--- src/rtl/coal_pkg.sv ---
package coal_pkg;
   localparam int CODE_W = 3;
   typedef enum logic [1:0] {
      ST_IDLE  = 2'd0,
      ST_MERGE = 2'd1,
      ST_SPLIT = 2'd2
   } seq_state_e;
endpackage

--- src/rtl/coal_rule_eval.sv ---
module coal_rule_eval
   import coal_pkg::*;
#(
   parameter int LANES    = 16,
   parameter int ADDR_W   = 32,
   parameter int MIN_CODE = 2,
   parameter int MAX_CODE = 4,
   parameter int MAX_TXN  = 128,
   parameter int BYTES_W  = 8,
   parameter int BEAT_W   = 2
) (
   input  logic [LANES*ADDR_W-1:0] addr_flat,
   input  logic [LANES-1:0]        active,
   input  logic [CODE_W-1:0]       code,
   output logic                    merge_ok,
   output logic [BYTES_W-1:0]      seg_bytes,
   output logic [BEAT_W-1:0]       beats
);
   localparam int TXN_SH = $clog2(MAX_TXN);

   logic [ADDR_W-1:0] base;
   logic [LANES-1:0]  seq_hit;
   logic [31:0]       span;
   logic [31:0]       seg;
   logic [31:0]       beat_cnt;
   logic              size_ok;
   logic              aligned;

   assign base = addr_flat[ADDR_W-1:0];

   for (genvar k = 0; k < LANES; k++) begin : g_lane
      logic [ADDR_W-1:0] want;
      assign want       = base + (ADDR_W'(k) << code);
      assign seq_hit[k] = active[k] && (addr_flat[k*ADDR_W +: ADDR_W] == want);
   end

   always_comb begin
      span     = 32'(LANES) << code;
      seg      = (span > 32'(MAX_TXN)) ? 32'(MAX_TXN) : span;
      beat_cnt = (span > 32'(MAX_TXN)) ? (span >> TXN_SH) : 32'd1;
      size_ok  = (32'(code) >= 32'(MIN_CODE)) && (32'(code) <= 32'(MAX_CODE));
      aligned  = (base & (ADDR_W'(seg) - ADDR_W'(1))) == '0;
   end

   assign merge_ok  = size_ok && (&seq_hit) && aligned;
   assign seg_bytes = BYTES_W'(seg);
   assign beats     = BEAT_W'(beat_cnt);
endmodule

--- src/rtl/coal_lane_pick.sv ---
module coal_lane_pick #(
   parameter int LANES  = 16,
   parameter int LANE_W = 4
) (
   input  logic [LANES-1:0]  mask,
   output logic [LANE_W-1:0] idx,
   output logic              single
);
   logic found;

   always_comb begin
      idx   = '0;
      found = 1'b0;
      for (int i = 0; i < LANES; i++) begin
         if (mask[i] && !found) begin
            idx   = LANE_W'(i);
            found = 1'b1;
         end
      end
      single = found && ((mask & (mask - LANES'(1))) == '0);
   end
endmodule

--- src/rtl/coal_sequencer.sv ---
module coal_sequencer
   import coal_pkg::*;
#(
   parameter int LANES   = 16,
   parameter int ADDR_W  = 32,
   parameter int MAX_TXN = 128,
   parameter int BYTES_W = 8,
   parameter int BEAT_W  = 2,
   parameter int LANE_W  = 4
) (
   input  logic                    clk,
   input  logic                    rst_n,
   input  logic                    req_valid,
   output logic                    req_ready,
   input  logic [LANES*ADDR_W-1:0] req_addr,
   input  logic [LANES-1:0]        req_active,
   input  logic [CODE_W-1:0]       req_code,
   input  logic                    merge_ok,
   input  logic [BYTES_W-1:0]      seg_bytes,
   input  logic [BEAT_W-1:0]       beats,
   input  logic [LANE_W-1:0]       pick_idx,
   input  logic                    pick_single,
   output logic [LANES-1:0]        rem_mask,
   output logic                    txn_valid,
   input  logic                    txn_ready,
   output logic [ADDR_W-1:0]       txn_addr,
   output logic [BYTES_W-1:0]      txn_bytes,
   output logic [LANE_W-1:0]       txn_lane,
   output logic                    txn_merged,
   output logic                    txn_last
);
   localparam int TXN_SH = $clog2(MAX_TXN);

   seq_state_e                         state_q;
   logic [LANES-1:0][ADDR_W-1:0]       addr_q;
   logic [LANES-1:0]                   rem_q;
   logic [CODE_W-1:0]                  code_q;
   logic [BYTES_W-1:0]                 seg_q;
   logic [BEAT_W-1:0]                  beats_q;
   logic [BEAT_W-1:0]                  beat_q;
   logic                               fire;

   assign fire      = txn_valid && txn_ready;
   assign req_ready = (state_q == ST_IDLE);
   assign rem_mask  = rem_q;

   always_ff @(posedge clk) begin
      if (!rst_n) begin
         state_q <= ST_IDLE;
         addr_q  <= '0;
         rem_q   <= '0;
         code_q  <= '0;
         seg_q   <= '0;
         beats_q <= '0;
         beat_q  <= '0;
      end else begin
         case (state_q)
            ST_IDLE: begin
               if (req_valid) begin
                  addr_q  <= req_addr;
                  code_q  <= req_code;
                  seg_q   <= seg_bytes;
                  beats_q <= beats;
                  beat_q  <= '0;
                  rem_q   <= req_active;
                  if (merge_ok)        state_q <= ST_MERGE;
                  else if (|req_active) state_q <= ST_SPLIT;
               end
            end
            ST_MERGE: begin
               if (fire) begin
                  if (txn_last) state_q <= ST_IDLE;
                  else          beat_q  <= beat_q + BEAT_W'(1);
               end
            end
            ST_SPLIT: begin
               if (fire) begin
                  rem_q <= rem_q & ~(LANES'(1) << pick_idx);
                  if (pick_single) state_q <= ST_IDLE;
               end
            end
            default: state_q <= ST_IDLE;
         endcase
      end
   end

   always_comb begin
      txn_valid  = (state_q != ST_IDLE);
      txn_addr   = '0;
      txn_bytes  = '0;
      txn_lane   = '0;
      txn_merged = 1'b0;
      txn_last   = 1'b0;
      if (state_q == ST_MERGE) begin
         txn_addr   = addr_q[0] + (ADDR_W'(beat_q) << TXN_SH);
         txn_bytes  = seg_q;
         txn_merged = 1'b1;
         txn_last   = (beat_q == beats_q - BEAT_W'(1));
      end else if (state_q == ST_SPLIT) begin
         txn_addr   = addr_q[pick_idx];
         txn_bytes  = BYTES_W'(1) << code_q;
         txn_lane   = pick_idx;
         txn_last   = pick_single;
      end
   end


   stall_hold_chk: assert property (@(posedge clk) disable iff (!rst_n)
      (txn_valid && !txn_ready) |=> (txn_valid && $stable(txn_addr)
         && $stable(txn_lane) && $stable(txn_bytes) && $stable(txn_merged)));


   lane_order_chk: assert property (@(posedge clk) disable iff (!rst_n)
      (fire && !txn_last && !txn_merged) |=> (!txn_merged && txn_lane > $past(txn_lane)));


   split_active_chk: assert property (@(posedge clk) disable iff (!rst_n)
      (txn_valid && !txn_merged) |-> rem_q[txn_lane]);


   merge_align_chk: assert property (@(posedge clk) disable iff (!rst_n)
      (txn_valid && txn_merged) |-> ((txn_addr & (ADDR_W'(txn_bytes) - ADDR_W'(1))) == '0));


   reopen_chk: assert property (@(posedge clk) disable iff (!rst_n)
      (fire && txn_last) |=> req_ready);
endmodule

--- src/rtl/lanegroup_coalescer.sv ---
module lanegroup_coalescer
   import coal_pkg::*;
#(
   parameter int LANES    = 16,
   parameter int ADDR_W   = 32,
   parameter int MIN_CODE = 2,
   parameter int MAX_CODE = 4,
   parameter int MAX_TXN  = 128,
   localparam int LANE_W    = $clog2(LANES),
   localparam int BYTES_W   = $clog2(MAX_TXN) + 1,
   localparam int MAX_SPAN  = LANES << MAX_CODE,
   localparam int MAX_BEATS = (MAX_SPAN > MAX_TXN) ? (MAX_SPAN / MAX_TXN) : 1,
   localparam int BEAT_W    = $clog2(MAX_BEATS) + 1
) (
   input  logic                    clk,
   input  logic                    rst_n,
   input  logic                    req_valid,
   output logic                    req_ready,
   input  logic [LANES*ADDR_W-1:0] req_addr,
   input  logic [LANES-1:0]        req_active,
   input  logic [CODE_W-1:0]       req_size,
   output logic                    txn_valid,
   input  logic                    txn_ready,
   output logic [ADDR_W-1:0]       txn_addr,
   output logic [BYTES_W-1:0]      txn_bytes,
   output logic [LANE_W-1:0]       txn_lane,
   output logic                    txn_merged,
   output logic                    txn_last
);
   if (LANES < 2 || (LANES & (LANES - 1)) != 0) begin : g_bad_lanes
      $error("LANES must be a power of two of at least 2");
   end
   if ((MAX_TXN & (MAX_TXN - 1)) != 0 || MAX_TXN < 128) begin : g_bad_txn
      $error("MAX_TXN must be a power of two of at least 128");
   end
   if (MIN_CODE > MAX_CODE || MAX_CODE > 7) begin : g_bad_code
      $error("size code range is invalid");
   end

   logic                  merge_ok;
   logic [BYTES_W-1:0]    seg_bytes;
   logic [BEAT_W-1:0]     beats;
   logic [LANE_W-1:0]     pick_idx;
   logic                  pick_single;
   logic [LANES-1:0]      rem_mask;

   coal_rule_eval #(
      .LANES(LANES), .ADDR_W(ADDR_W), .MIN_CODE(MIN_CODE), .MAX_CODE(MAX_CODE),
      .MAX_TXN(MAX_TXN), .BYTES_W(BYTES_W), .BEAT_W(BEAT_W)
   ) u_eval (
      .addr_flat (req_addr),
      .active    (req_active),
      .code      (req_size),
      .merge_ok  (merge_ok),
      .seg_bytes (seg_bytes),
      .beats     (beats)
   );

   coal_lane_pick #(.LANES(LANES), .LANE_W(LANE_W)) u_pick (
      .mask   (rem_mask),
      .idx    (pick_idx),
      .single (pick_single)
   );

   coal_sequencer #(
      .LANES(LANES), .ADDR_W(ADDR_W), .MAX_TXN(MAX_TXN),
      .BYTES_W(BYTES_W), .BEAT_W(BEAT_W), .LANE_W(LANE_W)
   ) u_seq (
      .clk         (clk),
      .rst_n       (rst_n),
      .req_valid   (req_valid),
      .req_ready   (req_ready),
      .req_addr    (req_addr),
      .req_active  (req_active),
      .req_code    (req_size),
      .merge_ok    (merge_ok),
      .seg_bytes   (seg_bytes),
      .beats       (beats),
      .pick_idx    (pick_idx),
      .pick_single (pick_single),
      .rem_mask    (rem_mask),
      .txn_valid   (txn_valid),
      .txn_ready   (txn_ready),
      .txn_addr    (txn_addr),
      .txn_bytes   (txn_bytes),
      .txn_lane    (txn_lane),
      .txn_merged  (txn_merged),
      .txn_last    (txn_last)
   );
endmodule

--- config.mk ---
export PLATFORM = sky130hd
export DESIGN_NAME = lanegroup_coalescer
export DESIGN_NICKNAME = d
export VERILOG_FILES = /design/src/rtl/coal_pkg.sv /design/src/rtl/coal_rule_eval.sv /design/src/rtl/coal_lane_pick.sv /design/src/rtl/coal_sequencer.sv /design/src/rtl/lanegroup_coalescer.sv
export SDC_FILE = /design/constraint.sdc
export NUM_CORES = 2
export LEC_CHECK = 0
export ABC_AREA = 1
export BUFFER_PORTS_ARGS = -buffer_cell sky130_fd_sc_hd__buf_4
export CAP_MARGIN = 15
export CORE_AREA = 2 2 230 458
export CTS_BUF_LIST = sky130_fd_sc_hd__clkbuf_4 sky130_fd_sc_hd__clkbuf_8
export CTS_CLUSTER_SIZE = 28
export DETAILED_ROUTE_END_ITERATION = 8
export DIE_AREA = 0 0 232 460
export GPL_TIMING_DRIVEN = 0
export PLACE_DENSITY = 0.65
export SLEW_MARGIN = 20
export SYNTH_ARGS = -nofsm -noshare
export SYNTH_HDL_FRONTEND = slang
export SYNTH_SLANG_ARGS = --single-unit
--- constraint.sdc ---
create_clock -name clk -period 6.75 [get_ports clk]
set_clock_uncertainty 0.2 [all_clocks]
set_input_delay 0.3375 -clock clk [delete_from_list [all_inputs] [get_ports clk]]
set_output_delay 0.3375 -clock clk [all_outputs]
set_load 0.005 [all_outputs]
==> results.md, run 1 <==
- Yosys top cell area share: 0.246
- I/O pin count: 583
- Starting Density: 0.425
- Last stage: 5_1_grt
- Most frequent cell after synthesis: nand2_1
- Top_reg_cell synth: dfxtp_1
- Top cell type by total area after synthesis: dfxtp_1
- H-tree depth: 3
- Post-CTS Setup Inserts: 0
- First-pass GRT wire length: 633000 microns
- IO Port Bufs: 565
- CTS Buf Count: 84
- Largest net degree at the start of global routing: 20
- Post-synthesis cell type count: 52
- Placed Area: 50100 sq um
- Async set-reset flop share out of synthesis: 0
- Synth warn: 0
- Die Wd: 232 microns
- Status: did not finish
- Clk root buf: clkbuf_8
- Synth top area cells: dfxtp_1, nand2_1, nor2_1, o21ai_0, xor2_1
- Post-synthesis sequential area ratio: 0.246
- Dpl hpwl: 294000 microns
- Mean Syn Cell Area: 6.07 sq um
- Cell Area, Synth: 44000 sq um
- GRT overflow: 1362
- GRT Util Overall: 0.812
- Number of flops mapped to enable cells by yosys: 0
- Max Root-Sink Buffers: 3
- Most frequent cells after synthesis: nand2_1, nor2_1, o21ai_0
- Die height: 460 microns
- Sink Count: 541
- Row cnt: 167
- Via count of the first global-routing pass: 70300
- First error: [ERROR GRT-0116] Global routing finished with congestion. Check the congestion regions in the DRC Viewer.
- Syn Nets: 7884
- Synth Register Bits: 541
- Routability cong.: 1.24
- Cells after Synth: 7243
- Placed Cells: 9170
[repair_timing]
item / 4_1_cts
resized for setup: 9
pin swaps: 0
hold buffers: 509
hold endpoints to repair: 507
setup endpoints to repair: 2
[metal layers]
metal / track usage / GRT overflow
met5: 0.282 / 3
met4: 0.871 / 584
met3: 0.650 / 23
met2: 0.974 / 742
met1: 0.797 / 10
[metrics by stage]
step / utilization / setup TNS, ns / setup slack, ns / hold WS (ns)
detailed placement: 0.485 / -2.90 / -1.48 / 0.295
global placement: 0.483 / -3.27 / -1.65 / 0.290
CTS: 0.553 / 0 / 0.0375 / 0.0461
floorplan: - / 0 / 3.11 / 0.260
[cell families after synthesis]
| kind of cell | share of synthesized area |
|---|---|
| AO/OA/AOI/OAI | 0.176 |
| buffers and inverters | 0.0880 |
| flip-flops | 0.246 |
| AND/OR/NAND/NOR | 0.360 |
| adder cells (fa/ha/maj) | 0.0308 |
| XOR/XNOR | 0.0984 |
==> run 2: changes to the inputs <==
CORE_AREA = 2 2 400 402   (was 2 2 230 458)
CTS_BUF_LIST = default   (was sky130_fd_sc_hd__clkbuf_4 sky130_fd_sc_hd__clkbuf_8)
CTS_CLUSTER_SIZE = default   (was 28)
DIE_AREA = 0 0 402 404   (was 0 0 232 460)
PLACE_DENSITY = default   (was 0.65)
PLACE_DENSITY_LB_ADDON = 0.15   (was default)
==> results.md, run 2 <==
- Leak: 27.7 nW
- Fraction of layout instances using a drive strength above 1: 0.116
- Req. time, crit path: 7.20 ns
- GRT overflow: 0
- TritonCTS clock tree: built
- Die height: 404 microns (-12%)
- Most frequent cells in the layout: nand2_1, nor2_1, o21ai_0
- Initial antenna violation count: 28
- CP endpoint kind: register
- Most common cell after layout, fill and taps aside: nand2_1
- Largest net degree at the start of global routing: 20
- Die area: 162000 sq um
- Violated checks: negative setup slack
- Async set-reset flop share out of synthesis: 0 (unchanged)
- Flip-flop count of the largest register after layout: 512
- Top reg by flops: u_seq.addr_q
- Max Cap Viol: 0
- Row cnt: 146 (-13%)
- I/O pin count: 583 (unchanged)
- Starting Density: 0.279 (-0.147)
- Synth Area in Compound Gates: 0.176 (unchanged)
- Most frequent cells after synthesis: nand2_1, nor2_1, o21ai_0
- Number of flops mapped to enable cells by yosys: 0 (unchanged)
- Via count of the routed design: 61200
- Synth Area in XOR/XNOR: 0.0984 (unchanged)
- Placed Cells: 9890 (+7.9%)
- Max rail drop VDD: 1.10 mV
- Clock slew at reported path FFs: 0.06 ns
- Final hold vios: 0
- First-pass GRT wire length: 511000 microns
- Final setup violation count: 2
- WL final: 403000 microns
- Post-layout net count: 9038
- Final Cycle Share: 1.03
- Routed len/inst: 38.1 microns
- Post-Synth Adder-Cell Area: 0.0308 (unchanged)
- Worst-path fanout max: 11
- Mean Syn Cell Area: 6.07 sq um (unchanged)
- Slew HR: 0.0959
- Final Non-Filler Cells: 10600
- DRC: 0
- Arrival time of the worst setup path: 7.43 ns
- Mux cell area share after synthesis: 0 (unchanged)
- Drt first pass iters: 7
- Top cell type by total area after synthesis: dfxtp_1
- Clk_lat worst skew: 0.71 ns
- RSZ-0062 raised after global routing: no
- Simple logic cell fraction of the synthesized area: 0.360 (unchanged)
- Clk root buf: clkbuf_16
- Via count of the first global-routing pass: 54500
- Cell Area, Synth: 44000 sq um (unchanged)
- CP Launch Type: input pin
- Synth top area cells: dfxtp_1, nand2_1, nor2_1, o21ai_0, xor2_1
- Max Root-Sink Buffers: 3 (unchanged)
- Slew at the pin closest to its max-slew limit: 1.36 ns
- Routability cong.: 1.07 (-14%)
- Syn Nets: 7884 (unchanged)
- IO Port Bufs: 565 (unchanged)
- Yosys top cell area share: 0.246 (unchanged)
- Drt initial violations: 9812
- Synth warn: 0 (unchanged)
- H-tree depth: 3 (unchanged)
- Sink Count: 541 (unchanged)
- Cells after Synth: 7243 (unchanged)
- Routed Antenna Nets: 0
- Synth Register Bits: 541 (unchanged)
- Die Wd: 402 microns (+73%)
- Vias/cell: 5.80
- GRT Util Overall: 0.474
- Area of the core: 158000 sq um
- Dpl hpwl: 331000 microns (+13%)
- Top_reg_cell synth: dfxtp_1
- Power density over cell area: 405 nW/um^2
- Area Growth Syn to Fin: 33.9%
- CTS Buf Count: 76 (-9.5%)
- Largest family of logic cells by synthesized area: simple AND/OR/NAND/NOR gates
- Post-synthesis cell type count: 52 (unchanged)
- Fin Hold WS: 0.0684 ns
- Status: finished, violations left
- Post-synthesis sequential area ratio: 0.246 (unchanged)
- F_max: 143 MHz
- Worst Path Class, Setup: in2reg
- Max Slew Vio Count: 0
- Hold WC Path Type: in2reg
- Crit path time final: 6.99 ns
- Most frequent cell after synthesis: nand2_1
- Power Total: 0.0239 W
- Setup ws final: -0.236 ns
-- run 2: cell counts after synthesis --
Identical to the previous run, type by type.
-- run 2: layout make-up --
type | count | area [sq um]
Timing Repair Buffer | 1076 | 9460
Tap cell | 2072 | 2590
Sequential cell | 541 | 10800
Clock buffer | 100 | 2200
Fill cell | 17400 | 98900
Clock inverter | 39 | 467
Multi-Input combinational cell | 5732 | 29400
Buffer | 365 | 1660
Inverter | 605 | 2270
Antenna cell | 22 | 55.1
-- run 2: stage by stage --
stage	instance area, sq um	setup TNS (ns)	setup slack (ns)	util
2_1_floorplan	44000	0	3.11	-
3_3_place_gp	50800	-4.90	-1.43	0.322
3_5_place_dp	51100	-2.67	-1.37	0.324
4_1_cts	58800	0	0.0127	0.373
5_1_grt	58900	0	0.00435	0.373
6_report	58900	-0.427	-0.236	0.373
-- run 2: repair_timing --
action,in CTS,in global routing
resized for setup,7,9
hold endpoints to repair,501,0
hold buffers,501,0
pin swaps,0,0
endpoints found under the setup margin,2,11
setup buffers,0,0
-- run 2: path summary, 6_finish.rpt --
check / endpoint / slack, ns / startpoint / cells after the start
worst min-delay path: u_seq.addr_q[8] / 0.07 / req_addr[8] / 3
worst min register to register: u_seq.addr_q[444] / 0.32 / u_seq.addr_q[444] / 2
worst max-delay path: u_seq.state_q[0] / -0.24 / req_size[1] / 28
worst max register to register: u_seq.addr_q[43] / 2.22 / u_seq.state_q[1] / 9
-- run 2: kinds of logic after synthesis --
family	count (synthesis)
simple gates	3781
compound gates	1371
xor+xnor	474
flops	541
fa+ha+maj	106
buf+inv	970
-- run 2: worst max-delay path, cell delays in order --
cell     delay (ns)
buf_4          0.18
inv_1          0.43
ha_1           0.52
nand2_1        0.44
nand2_1        0.19
nand2_1        0.25
inv_1          0.13
ha_1           0.15
inv_1          0.04
nand2_2        0.28
inv_1          0.31
nor2_2         0.45
nand2_1        0.14
nand3_1        0.33
nand2_1        0.09
nand2_1        0.07
nand3_1        0.23
nor2_1         0.39
nand3_1        0.26
nor2_1         0.20
nand2_1        0.06
nor2_1         0.27
nand2_1        0.19
nor2_1         0.29
nand3_1        0.25
nor2_1         0.36
nand3_1        0.32
a21oi_1        0.22
-- run 2: layer usage --
metal / up-vias / track usage / wire length (microns)
met5: - / 0 / 105
met1: 29500 / 0.621 / 162000
li1: 26200 / - / -
met2: 4507 / 0.676 / 160000
met4: 16 / 0.357 / 36500
met3: 992 / 0.106 / 43500
-- run 2: where the power goes --
group | switching, W | leakage, nW | internal, W | total (W)
registers | 0.000613 | 4.48 | 0.00400 | 0.00461
logic | 0.0114 | 21.9 | 0.00334 | 0.0147
clock network | 0.00193 | 1.33 | 0.00259 | 0.00452
Power figures use the tool's default switching activity.
